## config.mk

```make
export PLATFORM = sky130hd
export DESIGN_NAME = pc_seq_ctrl
export DESIGN_NICKNAME = d
export VERILOG_FILES = /design/src/rtl/pcseq_pkg.sv /design/src/rtl/pcseq_arbiter.sv /design/src/rtl/pcseq_fsm.sv /design/src/rtl/pcseq_epc.sv /design/src/rtl/pc_seq_ctrl.sv
export SDC_FILE = /design/constraint.sdc
export NUM_CORES = 1
export LEC_CHECK = 0
export ABC_AREA = 0
export BUFFER_PORTS_ARGS = -buffer_cell sky130_fd_sc_hd__buf_2
export CAP_MARGIN = 25
export CORE_ASPECT_RATIO = 1.1
export CORE_MARGIN = 1
export CORE_UTILIZATION = 51
export DETAILED_ROUTE_END_ITERATION = 10
export GPL_ROUTABILITY_DRIVEN = 1
export GPL_TIMING_DRIVEN = 0
export HOLD_SLACK_MARGIN = 0.08
export PLACE_DENSITY = 0.9
export REMOVE_ABC_BUFFERS = 1
export SLEW_MARGIN = 15
export SYNTH_ARGS = -nofsm -noshare
export SYNTH_HDL_FRONTEND = slang
export SYNTH_SLANG_ARGS = --single-unit
```

## constraint.sdc

```tcl
create_clock -name clk -period 2.2 [get_ports clk]
set_clock_uncertainty 0.05 [all_clocks]
set_input_delay 0.44 -clock clk [delete_from_list [all_inputs] [get_ports clk]]
set_output_delay 0.44 -clock clk [all_outputs]
set_load 0.005 [all_outputs]
```

## src/rtl/pcseq_pkg.sv

```systemverilog
package pcseq_pkg;

    typedef enum logic [0:0] {
        ST_RUN    = 1'b0,
        ST_HALTED = 1'b1
    } seq_state_e;

    typedef enum logic [2:0] {
        SRC_HOLD   = 3'd0,
        SRC_SEQ    = 3'd1,
        SRC_BRANCH = 3'd2,
        SRC_TRAP   = 3'd3,
        SRC_RESUME = 3'd4
    } pc_src_e;

endpackage

```

## src/rtl/pcseq_arbiter.sv

```systemverilog
module pcseq_arbiter
    import pcseq_pkg::*;
(
    input  logic       frozen_i,
    input  logic       stall_i,
    input  logic       redirect_i,
    input  logic       illegal_i,
    input  logic       rti_i,
    input  logic       halt_i,
    output pc_src_e    src_o,
    output logic       halt_take_o
);

    // Fixed priority: trap, resume, branch, stall, halt, sequential.
    always_comb begin
        src_o       = SRC_SEQ;
        halt_take_o = 1'b0;
        if (frozen_i) begin
            src_o = SRC_HOLD;
        end else if (illegal_i) begin
            src_o = SRC_TRAP;
        end else if (rti_i) begin
            src_o = SRC_RESUME;
        end else if (redirect_i) begin
            src_o = SRC_BRANCH;
        end else if (stall_i) begin
            src_o = SRC_HOLD;
        end else if (halt_i) begin
            src_o       = SRC_HOLD;
            halt_take_o = 1'b1;
        end
    end

endmodule

```

## src/rtl/pcseq_fsm.sv

```systemverilog
module pcseq_fsm
    import pcseq_pkg::*;
(
    input  logic clk,
    input  logic rst_n,
    input  logic halt_take_i,
    output logic frozen_o
);

    seq_state_e state_q, state_d;

    always_comb begin
        state_d = state_q;
        unique case (state_q)
            ST_RUN:    if (halt_take_i) state_d = ST_HALTED;  // RUN_TO_HALTED
            ST_HALTED: state_d = ST_HALTED;
            default:   state_d = ST_RUN;
        endcase
    end

    always_ff @(posedge clk or negedge rst_n) begin
        if (!rst_n) state_q <= ST_RUN;
        else        state_q <= state_d;
    end

    always_comb begin
        unique case (state_q)
            ST_RUN:    frozen_o = 1'b0;
            ST_HALTED: frozen_o = 1'b1;
            default:   frozen_o = 1'b0;
        endcase
    end

endmodule

```

## src/rtl/pcseq_epc.sv

```systemverilog
module pcseq_epc #(
    parameter int          ADDR_W = 16,
    parameter logic [ADDR_W-1:0] RESET_VAL = '0
) (
    input  logic              clk,
    input  logic              rst_n,
    input  logic              capture_i,
    input  logic [ADDR_W-1:0] pc_i,
    output logic [ADDR_W-1:0] epc_o
);

    always_ff @(posedge clk or negedge rst_n) begin
        if (!rst_n)         epc_o <= RESET_VAL;
        else if (capture_i) epc_o <= pc_i;
    end

endmodule

```

## src/rtl/pc_seq_ctrl.sv

```systemverilog
module pc_seq_ctrl
    import pcseq_pkg::*;
#(
    parameter int ADDR_W      = 16,
    parameter int INSTR_BYTES = 2,
    parameter int RESET_PC    = 0,
    parameter int TRAP_VEC    = 2
) (
    input  logic              clk,
    input  logic              rst_n,
    input  logic              stall_i,
    input  logic              redirect_i,
    input  logic [ADDR_W-1:0] target_i,
    input  logic              illegal_i,
    input  logic              rti_i,
    input  logic              halt_i,
    output logic [ADDR_W-1:0] pc_o,
    output logic [ADDR_W-1:0] epc_o,
    output logic              halted_o
);

    localparam logic [ADDR_W-1:0] STEP     = ADDR_W'(INSTR_BYTES);
    localparam logic [ADDR_W-1:0] RST_ADDR = ADDR_W'(RESET_PC);
    localparam logic [ADDR_W-1:0] VEC_ADDR = ADDR_W'(TRAP_VEC);

    pc_src_e           src;
    logic              halt_take;
    logic              frozen;
    logic [ADDR_W-1:0] pc_d;

    pcseq_arbiter u_arb (
        .frozen_i    (frozen),
        .stall_i     (stall_i),
        .redirect_i  (redirect_i),
        .illegal_i   (illegal_i),
        .rti_i       (rti_i),
        .halt_i      (halt_i),
        .src_o       (src),
        .halt_take_o (halt_take)
    );

    pcseq_fsm u_fsm (
        .clk         (clk),
        .rst_n       (rst_n),
        .halt_take_i (halt_take),
        .frozen_o    (frozen)
    );

    pcseq_epc #(.ADDR_W(ADDR_W), .RESET_VAL('0)) u_epc (
        .clk       (clk),
        .rst_n     (rst_n),
        .capture_i (src == SRC_TRAP),
        .pc_i      (pc_o),
        .epc_o     (epc_o)
    );

    always_comb begin
        unique case (src)
            SRC_HOLD:   pc_d = pc_o;
            SRC_SEQ:    pc_d = pc_o + STEP;
            SRC_BRANCH: pc_d = target_i;
            SRC_TRAP:   pc_d = VEC_ADDR;
            SRC_RESUME: pc_d = epc_o;
            default:    pc_d = pc_o;
        endcase
    end

    always_ff @(posedge clk or negedge rst_n) begin
        if (!rst_n) pc_o <= RST_ADDR;
        else        pc_o <= pc_d;
    end

    assign halted_o = frozen;

endmodule

```

==> metrics.txt, run 1 <==
# TYPE chip_impl_metric gauge
chip_impl_metric{name="yosysSeqAreaShare",unit="%"} 44.3
chip_impl_metric{name="cts_num_sinks",unit=""} 33
chip_impl_info{name="layout_commonest_cell",value="sky130_fd_sc_hd__buf_2"} 1
chip_impl_metric{name="swShare",unit="%"} 24.2
chip_impl_metric{name="netlist_instances",unit=""} 203
chip_impl_metric{name="maxCapViolations",unit=""} 0
chip_impl_metric{name="io-pin-count",unit=""} 56
chip_impl_metric{name="areaGrowthSynthToFinish",unit="%"} 19.1
chip_impl_info{name="synth-main-ff-cell",value="sky130_fd_sc_hd__dfrtp_1"} 1
chip_impl_metric{name="cts_hold_buf",unit=""} 0
chip_impl_metric{name="reg2reg_depth",unit=""} 3
chip_impl_metric{name="final_hold_viol_count",unit=""} 0
chip_impl_metric{name="die_x",unit="um"} 59.6
chip_impl_metric{name="fp.dieArea",unit="um2"} 3900
chip_impl_metric{name="crit_path_max_fanout",unit=""} 16
chip_impl_metric{name="source_to_sink_clock_delay_at_the_later_pin_of_the_worst_skew_pair",unit="ns"} 0.34
chip_impl_metric{name="detail_route.first_pass.iterations",unit=""} 5
chip_impl_metric{name="drtAntennaViolNets",unit=""} 0
chip_impl_metric{name="worstPathRequired",unit="ns"} 2.41
chip_impl_metric{name="synth_adder_area_share",unit="%"} 0.671
chip_impl_metric{name="hold_slack_final",unit="ns"} 0.0910
chip_impl_metric{name="via_count_of_the_first_global_routing_pass",unit=""} 1629
chip_impl_metric{name="worst_ir_drop_on_vdd",unit="mV"} 0.289
chip_impl_metric{name="ctsHtreeMaxLevel",unit=""} 2
chip_impl_metric{name="vias",unit=""} 1828
chip_impl_metric{name="cts.clk_slew.worst_paths",unit="ns"} 0.11
chip_impl_metric{name="numCtsBuffers",unit=""} 5
chip_impl_metric{name="power_switching",unit="uW"} 265
chip_impl_metric{name="place_hpwl",unit="um"} 3330
chip_impl_metric{name="start_util",unit="%"} 54.6
chip_impl_metric{name="rows",unit=""} 22
chip_impl_metric{name="globalRouteOverflowTotal",unit=""} 0
chip_impl_metric{name="cp.arrival",unit="ns"} 2.27
chip_impl_metric{name="synth_compound_gate_area_share",unit="%"} 26.5
chip_impl_info{name="cts_tree",value="built"} 1
chip_impl_metric{name="antenna_found_initial",unit=""} 0
chip_impl_metric{name="finalWorstPathRequiredPeriod",unit="ns"} 2.06
chip_impl_info{name="combinational_family_with_the_most_area_after_synthesis",value="compound AO/OA/AOI/OAI gates"} 1
chip_impl_metric{name="fin_total_pwr",unit="uW"} 1100
chip_impl_metric{name="worst_relative_slew_slack",unit="%"} 32.2
chip_impl_metric{name="wl_per_cell",unit="um"} 15.8
chip_impl_info{name="setup.worst_path.end_class",value="register"} 1
chip_impl_metric{name="num-fill-cells",unit=""} 321
chip_impl_info{name="post_synth_main_area_contributors",value="sky130_fd_sc_hd__dfrtp_1 44%, sky130_fd_sc_hd__nand2_1 9.5%, sky130_fd_sc_hd__a222oi_1 3.2%, sky130_fd_sc_hd__o21ai_0 3.2%, sky130_fd_sc_hd__a22oi_1 2.4%"} 1
chip_impl_metric{name="globalplace.congestion",unit=""} 0.901
chip_impl_metric{name="worst-r2r-setup-slack",unit="ns"} 0.14
chip_impl_info{name="cp-start-kind",value="register"} 1
chip_impl_metric{name="port_buffers",unit=""} 55
chip_impl_metric{name="max-clock-path-buffers",unit=""} 2
chip_impl_metric{name="detail_route.vias_per_cell",unit=""} 6.01
chip_impl_info{name="cell_type_with_the_largest_total_area_after_synthesis",value="sky130_fd_sc_hd__dfrtp_1"} 1
chip_impl_metric{name="wire_length_of_the_first_global_routing_pass",unit="um"} 7650
chip_impl_info{name="min_path_type",value="primary input to asynchronous set/reset pin"} 1
chip_impl_metric{name="design.core.area",unit="um2"} 3410
chip_impl_metric{name="finalNetCount",unit=""} 279
chip_impl_metric{name="combinationalPowerShare",unit="%"} 7.2
chip_impl_metric{name="post_synth.cell_area_avg",unit="um2"} 9.18
chip_impl_metric{name="max_freq",unit="MHz"} 485
chip_impl_metric{name="post-route-drc-count",unit=""} 0
chip_impl_metric{name="p_seq_share",unit="%"} 56.6
chip_impl_metric{name="postRouteWirelength",unit="um"} 4820
chip_impl_metric{name="power-per-cell-area",unit="nW/um2"} 493
chip_impl_metric{name="layout-drive-gt1-share",unit="%"} 29.3
chip_impl_metric{name="synth_simple_gate_area_share",unit="%"} 21.7
chip_impl_metric{name="p_int",unit="uW"} 831
chip_impl_metric{name="count_of_different_cell_masters_after_synthesis",unit=""} 51
chip_impl_metric{name="post_synth_instance_area",unit="um2"} 1860
chip_impl_metric{name="post_synthesis_sequential_element_count",unit=""} 33
chip_impl_info{name="worstSetupPathType",value="register to register"} 1
chip_impl_metric{name="antenna_cells",unit=""} 0
chip_impl_metric{name="synth_mux_area_share",unit="%"} 0.537
chip_impl_metric{name="detailedRoute.firstIterationViolations",unit=""} 127
chip_impl_metric{name="grt.total_usage",unit="%"} 26.3
chip_impl_metric{name="synthDominantCellAreaShare",unit="%"} 44.3
chip_impl_metric{name="synth-edff-count",unit=""} 0
chip_impl_info{name="rr_endpoint",value="pc_o[1]"} 1
chip_impl_metric{name="postSynth.asyncResetShare",unit="%"} 100
chip_impl_metric{name="pwr-share-clk",unit="%"} 36.1
chip_impl_info{name="rsz_0062_raised_after_global_routing",value="true"} 1
chip_impl_metric{name="maxSlewViolCount",unit=""} 0
chip_impl_metric{name="setup_violations",unit=""} 0
chip_impl_metric{name="grt_max_degree",unit=""} 34
chip_impl_metric{name="number_of_warning_messages_in_the_yosys_log",unit=""} 0
chip_impl_metric{name="synthXorXnorAreaFrac",unit="%"} 0.470
chip_impl_info{name="worstReg2RegStart",value="u_fsm.state_q"} 1
chip_impl_info{name="layout_common_cells",value="55 x sky130_fd_sc_hd__buf_2, 46 x sky130_fd_sc_hd__nand2_1, 33 x sky130_fd_sc_hd__dfrtp_1, 12 x sky130_fd_sc_hd__o21ai_0"} 1
chip_impl_metric{name="leakagePower",unit="uW"} 0.00108
chip_impl_info{name="run_status",value="finished, final reports clean"} 1
chip_impl_metric{name="min_period_over_period",unit="%"} 93.6
chip_impl_info{name="ctsRootBufferMaster",value="sky130_fd_sc_hd__clkbuf_4"} 1
chip_impl_metric{name="die-height",unit="um"} 65.4
chip_impl_metric{name="max_slew.worst_pin.slew",unit="ns"} 1.01
==> synth_stat cells (all sizes together) (3+ instances only) <==
| cell | n |
|---|---|
| o21ai | 13 |
| a2bb2oi | 4 |
| nand4 | 7 |
| nor2 | 6 |
| a22o | 3 |
| buf | 6 |
| a22oi | 6 |
| nand3 | 3 |
| dfrtp | 33 |
| o22a | 3 |
| clkbuf | 5 |
| a222oi | 6 |
| nor4 | 3 |
| nand2 | 48 |
| a21oi | 10 |
| inv | 8 |
| nor3 | 3 |
==> how the worst max path moves through the flow <==
stage	from	endpoint	slack, ns	depth (start not counted)
final	u_fsm.state_q	pc_o[1]	0.14	3
after global routing	u_fsm.state_q	pc_o[1]	-0.01	3
after CTS	u_fsm.state_q	pc_o[15]	0.03	4
after detailed placement	u_fsm.state_q	u_epc.epc_o[10]	-0.07	4
after global placement	u_fsm.state_q	pc_o[15]	-0.45	4
after floorplan	u_fsm.state_q	pc_o[15]	0.21	4
==> worst max-delay path, stage by stage, from the launching register on <==
cell,delay (ns)
sky130_fd_sc_hd__dfrtp_1,0.64
sky130_fd_sc_hd__nor2_1,0.88
sky130_fd_sc_hd__a222oi_1,0.21
sky130_fd_sc_hd__o21ai_0,0.20
==> flip-flops by register name (all words and copies together) (netlist names) <==
signal and cells:
pc_o 16, u_epc.epc_o 16, u_fsm.state_q 1
==> power groups by stage <==
stage	registers (uW)	clock network [uW]	logic [uW]
floorplan	631	0	28.5
global placement	632	0	77.0
detailed placement	632	0	78.2
CTS	620	398	78.8
global route	621	426	88.1
finish	620	396	79.1
==> kinds of logic after synthesis <==
logic type | after synthesis
muxes | 1
DFF | 33
xor gates and xnor gates | 1
and+or+nand+nor | 82
buffers and inverters | 20
adders and majority gates | 1
AOI/OAI and AO/OA | 65
==> cell type report <==
type / count / area, um2 / area share (%)
Inverter: 9 / 37.5 / 1.69
Multi-Input combinational cell: 150 / 945 / 42.5
Clock inverter: 1 / 5.00 / 0.225
Sequential cell: 33 / 826 / 37.2
Timing Repair Buffer: 56 / 283 / 12.7
Tap cell: 48 / 60.1 / 2.70
Clock buffer: 7 / 65.1 / 2.93
==> timing repair <==
| item | in CTS | in global routing |
|---|---|---|
| buffers inserted | 0 | 0 |
| resized for setup | 1 | 2 |
| pin swaps | 0 | 0 |
| setup endpoints to repair | 15 | 1 |
==> routing by layer <==
layer	share of wire, %	track usage [%]
met4	1.8	10.2
met3	7.5	7.87
met5	0	0
met2	46	40.7
met1	45	34.3
==> stage by stage <==
step                cells  utilization (%)  TNS (ns)  worst slack, ns  area, um2
floorplan             192                -         0            0.208       1790
detailed placement    296             62.6    -0.209          -0.0663       2140
global route          304             65.1   -0.0103          -0.0103       2220
CTS                   304             64.8         0           0.0330       2210
finish                304             65.1         0            0.140       2220
global placement      295             62.3     -2.74           -0.452       2130
No activity file was read; power rests on OpenSTA's default activity.
==> run 2, diff against run 1 <==
- MAX_ROUTING_LAYER: default -> met4
==> metrics.txt, run 2 (synthesis gave the netlist of run 1 again) <==
# TYPE chip_impl_metric gauge
chip_impl_info{name="rsz_0062_raised_after_global_routing",value="false"} 1
chip_impl_metric{name="rows",unit=""} 22
chip_impl_metric{name="cts.clk_slew.worst_paths",unit="ns"} 0.10
chip_impl_metric{name="finalNetCount",unit=""} 281
chip_impl_metric{name="globalRouteOverflowTotal",unit=""} 0
chip_impl_metric{name="cp.arrival",unit="ns"} 2.21
chip_impl_metric{name="placed_cells_incl_taps",unit=""} 297
chip_impl_metric{name="crit_path_max_fanout",unit=""} 20
chip_impl_metric{name="pre_cts_slack",unit="ns"} -0.0134
chip_impl_metric{name="power-per-cell-area",unit="nW/um2"} 507
chip_impl_metric{name="detailedRoute.firstIterationViolations",unit=""} 160
chip_impl_metric{name="maxSlewViolCount",unit=""} 0
chip_impl_metric{name="drtAntennaViolNets",unit=""} 0
chip_impl_metric{name="via_count_of_the_first_global_routing_pass",unit=""} 1696
chip_impl_metric{name="start_util",unit="%"} 54.6
chip_impl_metric{name="vias",unit=""} 1821
chip_impl_metric{name="wire_length_of_the_first_global_routing_pass",unit="um"} 7910
chip_impl_metric{name="die-height",unit="um"} 65.4
chip_impl_metric{name="leakagePower",unit="uW"} 0.00109
chip_impl_metric{name="ctsHtreeMaxLevel",unit=""} 2
chip_impl_metric{name="maxCapViolations",unit=""} 0
chip_impl_metric{name="max_slew.worst_pin.slew",unit="ns"} 0.738
chip_impl_metric{name="areaGrowthSynthToFinish",unit="%"} 19.5
chip_impl_metric{name="crit_path_max_incr_delay",unit="ns"} 0.70
chip_impl_info{name="ctsRootBufferMaster",value="sky130_fd_sc_hd__clkbuf_4"} 1
chip_impl_metric{name="setup_violations",unit=""} 0
chip_impl_metric{name="design.core.area",unit="um2"} 3410
chip_impl_info{name="cp-start-kind",value="register"} 1
chip_impl_metric{name="port_buffers",unit=""} 55
chip_impl_metric{name="final_setup_tns",unit="ns"} 0
chip_impl_info{name="layout_commonest_cell",value="sky130_fd_sc_hd__buf_2"} 1
chip_impl_metric{name="finalWorstPathRequiredPeriod",unit="ns"} 2.00
chip_impl_metric{name="io-pin-count",unit=""} 56
chip_impl_info{name="layout_common_cells",value="55 x sky130_fd_sc_hd__buf_2, 46 x sky130_fd_sc_hd__nand2_1, 33 x sky130_fd_sc_hd__dfrtp_1, 12 x sky130_fd_sc_hd__o21ai_0"} 1
chip_impl_metric{name="cts_hold_buf",unit=""} 0
chip_impl_metric{name="layout-drive-gt1-share",unit="%"} 29.2
chip_impl_metric{name="die_x",unit="um"} 59.6
chip_impl_metric{name="final_hold_viol_count",unit=""} 0
chip_impl_metric{name="postRouteWirelength",unit="um"} 4860
chip_impl_info{name="critical-path-slowest-cell",value="sky130_fd_sc_hd__dfrtp_1"} 1
chip_impl_metric{name="post-route-drc-count",unit=""} 0
chip_impl_metric{name="detail_route.vias_per_cell",unit=""} 5.97
chip_impl_metric{name="source_to_sink_clock_delay_at_the_later_pin_of_the_worst_skew_pair",unit="ns"} 0.33
chip_impl_metric{name="min_period_over_period",unit="%"} 91.0
chip_impl_metric{name="antenna_cells",unit=""} 0
chip_impl_info{name="min_path_type",value="primary input to asynchronous set/reset pin"} 1
chip_impl_metric{name="max_freq",unit="MHz"} 499
chip_impl_info{name="cts_tree",value="built"} 1
chip_impl_metric{name="antenna_found_initial",unit=""} 0
chip_impl_metric{name="grt_max_degree",unit=""} 34
chip_impl_metric{name="core_occupancy_in_the_finished_layout",unit="%"} 65.3
chip_impl_metric{name="wl_per_cell",unit="um"} 15.9
chip_impl_info{name="biggestRegsByFlops",value="pc_o (16), u_epc.epc_o (16), u_fsm.state_q (1)"} 1
chip_impl_metric{name="layout_setup_ws",unit="ns"} 0.197
chip_impl_metric{name="globalplace.congestion",unit=""} 0.913
chip_impl_metric{name="finish.cell_count_without_fillers",unit=""} 305
chip_impl_metric{name="worst_relative_slew_slack",unit="%"} 50.8
chip_impl_info{name="worstSetupPathType",value="register to register"} 1
chip_impl_metric{name="detail_route.first_pass.iterations",unit=""} 5
chip_impl_metric{name="place_hpwl",unit="um"} 3480
chip_impl_metric{name="fp.dieArea",unit="um2"} 3900
chip_impl_info{name="run_status",value="finished, final reports clean"} 1
chip_impl_info{name="setup.worst_path.end_class",value="register"} 1
chip_impl_metric{name="worstPathRequired",unit="ns"} 2.40
chip_impl_metric{name="numCtsBuffers",unit=""} 5
chip_impl_metric{name="cts_num_sinks",unit=""} 33
chip_impl_info{name="worstPathCellList",value="clkinv_1 > nand2_2 > nand2_1 > o21ai_0"} 1
chip_impl_metric{name="max-clock-path-buffers",unit=""} 2
chip_impl_metric{name="grt.total_usage",unit="%"} 27.7
chip_impl_metric{name="worst_ir_drop_on_vdd",unit="mV"} 0.377
chip_impl_metric{name="fin_total_pwr",unit="uW"} 1130
## run 2: cell count changes in the layout (fill, tap and decap cells not counted)
| cell | previous run | this run |
|---|---|---|
| sky130_fd_sc_hd__buf_4 | 1 | 3 |
| sky130_fd_sc_hd__clkinv_1 | 0 | 1 |
| sky130_fd_sc_hd__clkbuf_8 | 2 | 0 |
| sky130_fd_sc_hd__nor3b_2 | 0 | 1 |
| sky130_fd_sc_hd__nor3b_4 | 1 | 0 |
| sky130_fd_sc_hd__bufinv_16 | 0 | 1 |
| sky130_fd_sc_hd__clkinvlp_4 | 1 | 0 |
## run 2: worst paths after layout
path	from	to	slack [ns]	cells past startpoint
worst min-delay path	rst_n	pc_o[9]	0.11	1
min in group clk	target_i[0]	pc_o[0]	0.29	3
worst max register to register	u_fsm.state_q	u_epc.epc_o[14]	0.20	4
worst min register to register	u_epc.epc_o[5]	u_epc.epc_o[5]	0.46	2
max in group asynchronous	rst_n	pc_o[13]	1.52	1
worst max-delay path	u_fsm.state_q	u_epc.epc_o[14]	0.20	4
## run 2: worst max-delay path, delay by kind of cell, from the launching register on
kind	cells	cell delay [ns]
AO/OA/AOI/OAI	1	0.08
flip-flops	1	0.70
buffers and inverters	1	0.50
AND/OR/NAND/NOR	2	0.59
## run 2: timing repair
item / CTS / global route
setup endpoints to repair: 3 / 0
resized for setup: 1 / 0
setup buffers: 0 / 0
## run 2: cell type report
cell class | count | area (um2)
multi-input combinational | 150 | 938
inverter | 9 | 33.8
sequential | 33 | 826
timing repair buffer | 58 | 298
clock buffer | 5 | 37.5
fill | 310 | 1180
clock inverter | 2 | 35.0
tap | 48 | 60.1
## run 2: where the power goes
part | internal, uW | switching, uW
combinational | 33.6 | 44.6
clock | 231 | 199
sequential | 612 | 8.77
## run 2: layer usage
metal | vias up | wire length (um) | global-route usage (%)
li1 | 873 | - | -
met1 | 841 | 2090 | 36.1
met2 | 89 | 2310 | 42.5
met3 | 18 | 339 | 6.10
met4 | 0 | 122 | 9.30
met5 | - | 0 | -
## run 2: stage by stage
stage	instance area, um2	hold WS, ns
after global routing	2230	0.167
after CTS	2220	0.131
after global placement	2130	0.429
final	2230	0.109
after detailed placement	2150	0.439
after floorplan	1790	0.0944
